File: src/rtl/dmap_pkg.sv
// Shared types for the banked data address mapper.
package dmap_pkg;
    localparam int          DATA_W    = 8;
    localparam int          HALF_SIZE = 128;
    localparam int          NUM_WREG  = 16;
    localparam logic [7:0]  HOLE_FILL = 8'hFF;
    localparam logic [7:0]  CTRL_FILL = 8'h00;

    typedef enum logic [1:0] {RGN_RAM, RGN_CTRL, RGN_WREG} region_e;
    typedef enum logic [1:0] {SRC_CTRL, SRC_RAM, SRC_HOLE, SRC_WREG} src_e;
endpackage

File: src/rtl/dmap_decode.sv
// Address decoder: classifies an address into region, applies bank choice and
// produces the flat physical index plus an "implemented" flag for the RAM half.
// Assumes bank 0 is packed first, then banks 1..NUM_BANKS-1 at 128 bytes each.
module dmap_decode
    import dmap_pkg::*;
#(
    parameter int NUM_BANKS  = 4,
    parameter int BANK0_SIZE = 112,
    parameter int PHYS_W     = 9
) (
    input  logic [7:0]        addr,
    input  logic              stk_acc,
    input  logic              bank_en,
    input  logic [7:0]        bank_val,
    output region_e           region,
    output logic              impl,
    output logic [PHYS_W-1:0] phys
);
    logic [7:0] eff_bank;
    logic [6:0] off;
    int         phys_int;

    assign off = addr[6:0];

    // Region classification from the top address bits.
    always_comb begin
        if (!addr[7])                region = RGN_RAM;
        else if (addr[7:4] == 4'hF)  region = RGN_WREG;
        else                         region = RGN_CTRL;
    end

    // Bank choice: stack and unbanked accesses use bank 0.
    assign eff_bank = (bank_en && !stk_acc) ? bank_val : 8'd0;

    // Implemented check and flat index computation.
    always_comb begin
        if (eff_bank == 8'd0) begin
            impl     = (region == RGN_RAM) && (int'(off) < BANK0_SIZE);
            phys_int = int'(off);
        end else begin
            impl     = (region == RGN_RAM) && (int'(eff_bank) < NUM_BANKS);
            phys_int = BANK0_SIZE + (int'(eff_bank) - 1) * HALF_SIZE + int'(off);
        end
        phys = phys_int[PHYS_W-1:0];
    end
endmodule

File: src/rtl/dmap_regfile.sv
// Sixteen working registers. Index 15 also drives the bank-select value.
// Assumes read and write strobes are never high in the same cycle.
module dmap_regfile
    import dmap_pkg::*;
(
    input  logic       clk,
    input  logic       rst_n,
    input  logic       we,
    input  logic       re,
    input  logic [3:0] idx,
    input  logic [7:0] wdata,
    output logic [7:0] rd_q,
    output logic [7:0] bank_val
);
    logic [7:0] regs [NUM_WREG];

    for (genvar g = 0; g < NUM_WREG; g++) begin : g_wreg
        // Per-register storage with its own write enable.
        always_ff @(posedge clk) begin
            if (!rst_n)                        regs[g] <= '0;
            else if (we && idx == 4'(g))       regs[g] <= wdata;
        end
    end

    // Registered read port.
    always_ff @(posedge clk) begin
        if (!rst_n)   rd_q <= '0;
        else if (re)  rd_q <= regs[idx];
    end

    assign bank_val = regs[NUM_WREG-1];
endmodule

File: src/rtl/dmap_ram.sv
// Flat single-port storage for all implemented bank bytes, synchronous read.
// Contents are not reset; only the output register is.
module dmap_ram #(
    parameter int DEPTH  = 496,
    parameter int PHYS_W = 9
) (
    input  logic              clk,
    input  logic              rst_n,
    input  logic              we,
    input  logic              re,
    input  logic [PHYS_W-1:0] idx,
    input  logic [7:0]        wdata,
    output logic [7:0]        q
);
    logic [7:0] mem [DEPTH];

    // Write port.
    always_ff @(posedge clk) begin
        if (we) mem[idx] <= wdata;
    end

    // Read port register.
    always_ff @(posedge clk) begin
        if (!rst_n)   q <= '0;
        else if (re)  q <= mem[idx];
    end
endmodule

File: src/rtl/bank_addr_map.sv
// Top of the banked data address mapper. Decodes each access, routes lower-half
// traffic to the chosen bank, holds the working registers, and returns read
// data one cycle later. Assumes rd_en and wr_en are mutually exclusive.
module bank_addr_map
    import dmap_pkg::*;
#(
    parameter int NUM_BANKS  = 4,
    parameter int BANK0_SIZE = 112
) (
    input  logic        clk,
    input  logic        rst_n,
    input  logic [7:0]  addr,
    input  logic        rd_en,
    input  logic        wr_en,
    input  logic [7:0]  wdata,
    input  logic        stk_acc,
    input  logic        bank_en,
    output logic [7:0]  rdata,
    output logic [15:0] reg_sel,
    output logic        ctrl_sel
);
    localparam int DEPTH  = BANK0_SIZE + (NUM_BANKS - 1) * HALF_SIZE;
    localparam int PHYS_W = (DEPTH > 1) ? $clog2(DEPTH) : 1;

    region_e           region;
    logic              impl;
    logic [PHYS_W-1:0] phys;
    logic [7:0]        bank_val;
    logic [7:0]        wreg_q;
    logic [7:0]        ram_q;
    logic              access;
    src_e              src_q;

    assign access = rd_en || wr_en;

    dmap_decode #(
        .NUM_BANKS (NUM_BANKS),
        .BANK0_SIZE(BANK0_SIZE),
        .PHYS_W    (PHYS_W)
    ) u_decode (
        .addr    (addr),
        .stk_acc (stk_acc),
        .bank_en (bank_en),
        .bank_val(bank_val),
        .region  (region),
        .impl    (impl),
        .phys    (phys)
    );

    dmap_regfile u_regfile (
        .clk     (clk),
        .rst_n   (rst_n),
        .we      (wr_en && region == RGN_WREG),
        .re      (rd_en && region == RGN_WREG),
        .idx     (addr[3:0]),
        .wdata   (wdata),
        .rd_q    (wreg_q),
        .bank_val(bank_val)
    );

    dmap_ram #(
        .DEPTH (DEPTH),
        .PHYS_W(PHYS_W)
    ) u_ram (
        .clk  (clk),
        .rst_n(rst_n),
        .we   (wr_en && impl),
        .re   (rd_en && impl),
        .idx  (phys),
        .wdata(wdata),
        .q    (ram_q)
    );

    // Region selects, active only during an access.
    assign ctrl_sel = access && (region == RGN_CTRL);
    assign reg_sel  = (access && region == RGN_WREG) ? (16'd1 << addr[3:0]) : 16'd0;

    // Remember which source the latest read targets.
    always_ff @(posedge clk) begin
        if (!rst_n) begin
            src_q <= SRC_CTRL;
        end else if (rd_en) begin
            case (region)
                RGN_RAM:  src_q <= impl ? SRC_RAM : SRC_HOLE;
                RGN_WREG: src_q <= SRC_WREG;
                default:  src_q <= SRC_CTRL;
            endcase
        end
    end

    // Output data mux over the registered sources.
    always_comb begin
        case (src_q)
            SRC_RAM:  rdata = ram_q;
            SRC_HOLE: rdata = HOLE_FILL;
            SRC_WREG: rdata = wreg_q;
            default:  rdata = CTRL_FILL;
        endcase
    end
endmodule

File: config.mk
export PLATFORM = sky130hd
export DESIGN_NAME = bank_addr_map
export DESIGN_NICKNAME = d
export VERILOG_FILES = /design/src/rtl/dmap_pkg.sv /design/src/rtl/dmap_decode.sv /design/src/rtl/dmap_regfile.sv /design/src/rtl/dmap_ram.sv /design/src/rtl/bank_addr_map.sv
export SDC_FILE = /design/constraint.sdc
export NUM_CORES = 2
export LEC_CHECK = 0
export BUFFER_PORTS_ARGS = -buffer_cell sky130_fd_sc_hd__buf_4
export CAP_MARGIN = 20
export CORE_UTILIZATION = 35
export CTS_BUF_LIST = sky130_fd_sc_hd__clkbuf_4 sky130_fd_sc_hd__clkbuf_8 sky130_fd_sc_hd__clkbuf_16
export CTS_CLUSTER_SIZE = 28
export DETAILED_ROUTE_END_ITERATION = 8
export PLACE_DENSITY = 0.57
export SLEW_MARGIN = 30
export SYNTH_ARGS = -nofsm -noshare
export SYNTH_HDL_FRONTEND = slang
export SYNTH_HIERARCHICAL = 1
export SYNTH_SLANG_ARGS = --single-unit
File: constraint.sdc
create_clock -name clk -period 7.52 [get_ports clk]
set_input_delay 0.752 -clock clk [delete_from_list [all_inputs] [get_ports clk]]
set_output_delay 0.752 -clock clk [all_outputs]
set_load 0.05 [all_outputs]
==> qor.yml <==
cts_buffers: 422
synth_top_area_share_pct: 76.32
grt_pass1_wl_microns: 667700
n_fill_cell: 40210
cts_root_buf: "clkbuf_16"
ir_drop_mv: 0.1779
hold_viol: 0
cts.sinks: 4114
grt_max_degree: 208
path_class: "reg -> reg"
dieArea_sq_um: 463200
relSlewSlack_pct: 19.76
yosysWarnings: 6
numPortBuffers: 46
synth.avg_cell_area_sq_um: 20.91
critPathArrivalTime_ps: 6500
overflow: 0
p_sw_uw: 10700
power.density_nw_per_um2: 266.6
dp_hpwl_microns: 301600
num_vias: 82300
drt_iter0_markers: 11010
crit_required_ps: 8420
drv_cap: 0
syn_inst: 7708
p_sw_share_pct: 21.95
synth_edf_count: 4096
cts_buffer_depth: 4
initial_core_util_pct: 35.24
syn_area_sq_um: 161200
syn_nets: 7733
leakagePower_uw: 0.05615
yosysUniqueCellTypes: 92
fin_skew_ps: 84.40
yosysTopAreaCell: "edfxtp_1"
pwr-share-comb_pct: 5.6
dr.pass1.iters: 8
rows: 248
async_flop_share_pct: 0
p_seq_share_pct: 51.9
wl_microns: 484000
drtAntennaViolNets: 0
synth_area_leaders: "edfxtp_1, mux4_2, mux2i_1"
core_sq_um: 457400
die_w_microns: 680.6
cts_setup_buffers: 0
drt-wirelength-per-cell_microns: 33.73
fin_tns_setup_ps: 0
post_cts_resized: 0
place.gp.congestion: 0.9956
grt_pass1_vias: 81400
grt_usage_pct: 20.48
min_path_type: "in -> reg"
viasPerCell: 5.735
antenna_found_initial: 28
period_share_pct: 74.59
drive_gt1_share_pct: 24.57
outcome: "finished, final reports clean"
syn_to_final_growth_pct: 13.47
slew_violations: 0
synth_ff_type: "edfxtp_1"
cp-end-kind: "flop"
cts_tree: "built"
period_minus_slack_ps: 5609
clk_pin_slew_ps: 60
clk_latency_ps: 990
setup_viol: 0
drcViolationCount: 0
worstMarginPinSlew_ps: 1204
start_kind: "flop"
p_int_uw: 38050
die_h_microns: 680.6
clock.fmax_mhz: 178.3
final_util_pct: 39.98
final_nets: 7899
rsz0062_at_grt: "no"
clkPwrFrac_pct: 42.5
ctsHoldBuffers: 0
h-tree-depth: 5
synth-seq-cells: 4114
path_max_fanout: 19
power_uw: 48740
ios: 47
seq_area_frac_synth_pct: 76.54
==> layer usage <==
metal  up-vias  GRT usage [%]  share of wire, %
met1     44610          27.83                39
li1      32410              -                 -
met3       861          5.098                10
met5         -              0            0.0070
met2      4420          31.75                46
met4         6          7.964               4.6
==> per-stage QoR <==
step                setup slack, ps  instance area [sq um]  hold slack, ps  instances
finish                         1911                 182900           197.2      14350
floorplan                      3786                 161200           486.2       7708
global placement               1372                 168700           546.4      13570
global route                   2122                 182800           165.7      14340
CTS                            2274                 182600           120.5      14330
detailed placement             1702                 168900           542.5      13570
==> layout make-up <==
cell class	instances	area (sq um)	share of cell area (%)
flip-flops and latches	4114	123400	67.46
multi-input cells	3095	35620	19.48
clock buffers	509	11280	6.170
well taps	6125	7664	4.191
repair buffers	229	2470	1.351
clock inverters	253	2397	1.311
inverters	12	52.55	0.02874
diodes	12	30.03	0.01642
==> critical path, stage by stage (launching register included) <==
cell and delay (ps):
edfxtp_1 360, nand3b_1 160, ha_1 320, and2_4 210
o21ai_4 800, buf_4 420, and2_1 700, nand2_1 850
o22ai_1 730, nor3_1 230, a31oi_1 390, a221oi_1 150
a31oi_1 190
==> synth_stat cells (8+ instances only) <==
| library cell | number |
|---|---|
| o221ai_1 | 9 |
| nand2_1 | 151 |
| nor4_1 | 18 |
| edfxtp_1 | 4096 |
| mux4_2 | 953 |
| nand4_1 | 24 |
| nor3_1 | 47 |
| o22ai_1 | 60 |
| inv_1 | 11 |
| a211oi_1 | 18 |
| nor2b_1 | 21 |
| a21oi_1 | 66 |
| nor2_1 | 593 |
| a2111oi_0 | 12 |
| a221oi_1 | 57 |
| nand3_1 | 73 |
| a22o_1 | 28 |
| clkbuf_1 | 190 |
| o21ai_0 | 94 |
| mux2i_1 | 350 |
| buf_1 | 23 |
| buf_6 | 58 |
| buf_2 | 162 |
| a32oi_1 | 13 |
| dfxtp_1 | 18 |
| a31oi_1 | 30 |
| mux4_1 | 8 |
| nand3b_1 | 8 |
| and2_1 | 144 |
| a22oi_1 | 104 |
| nand2b_1 | 20 |
| buf_4 | 52 |
| o211ai_1 | 8 |
| mux2_2 | 22 |
| and3_1 | 18 |
==> logic make-up (layout without fill, tap and decap cells) <==
group | after synthesis | after routing | share of synthesized area [%]
buffers and inverters | 499 | 1003 | 1.696
other | 0 | 12 | 0
AO/OA/AOI/OAI | 583 | 583 | 2.555
AND/OR/NAND/NOR | 1172 | 1172 | 3.384
XOR/XNOR | 4 | 4 | 0.02174
adder cells (fa/ha/maj) | 3 | 3 | 0.02329
flip-flops | 4114 | 4114 | 76.54
multiplexers | 1333 | 1333 | 15.78
==> sequential cells by signal (all words and copies together) (netlist names) <==
signal and flops:
u_regfile/rd_q 8, src_q 2, u_ram/q 8, u_ram/mem 3968
u_regfile/regs 128
==> path summary, 6_finish.rpt <==
check	from	end	slack [ps]	cells after the start
max reg2reg	u_regfile/regs[15][0]	u_ram/q[6]	1910	12
min	rd_en	src_q[1]	200	3
max	u_regfile/regs[15][0]	u_ram/q[6]	1910	12
min reg2reg	u_regfile/rd_q[6]	u_regfile/rd_q[6]	560	2
==> power by group through the flow <==
stage / clock [uW] / sequential, uW / combinational, uW
after floorplan: 0 / 25800 / 1300
after global placement: 0 / 25800 / 2650
after detailed placement: 0 / 25800 / 2700
after CTS: 21000 / 25300 / 2700
after global routing: 21900 / 25300 / 2800
final: 20700 / 25300 / 2730
==> cells in the final DEF, fill, tap and decap left out, types with 18 or more instances in the layout <==
cell type	instances
edfxtp_1	4096
mux4_2	953
nor2_1	563
clkbuf_16	426
mux2i_1	339
buf_4	166
nand2_1	140
and2_1	140
a22oi_1	104
clkinv_1	90
clkbuf_4	83
clkinv_2	81
o21ai_0	75
a21oi_1	66
o22ai_1	60
nand3_1	57
a221oi_1	57
nor3_1	47
bufinv_16	38
buf_12	36
nor2_2	32
a22o_1	28
a31oi_1	27
nand4_1	24
mux2_2	22
o21ai_1	21
nand2b_1	18
nor4_1	18
dfxtp_1	18
No activity file was read; power rests on OpenSTA's default activity.
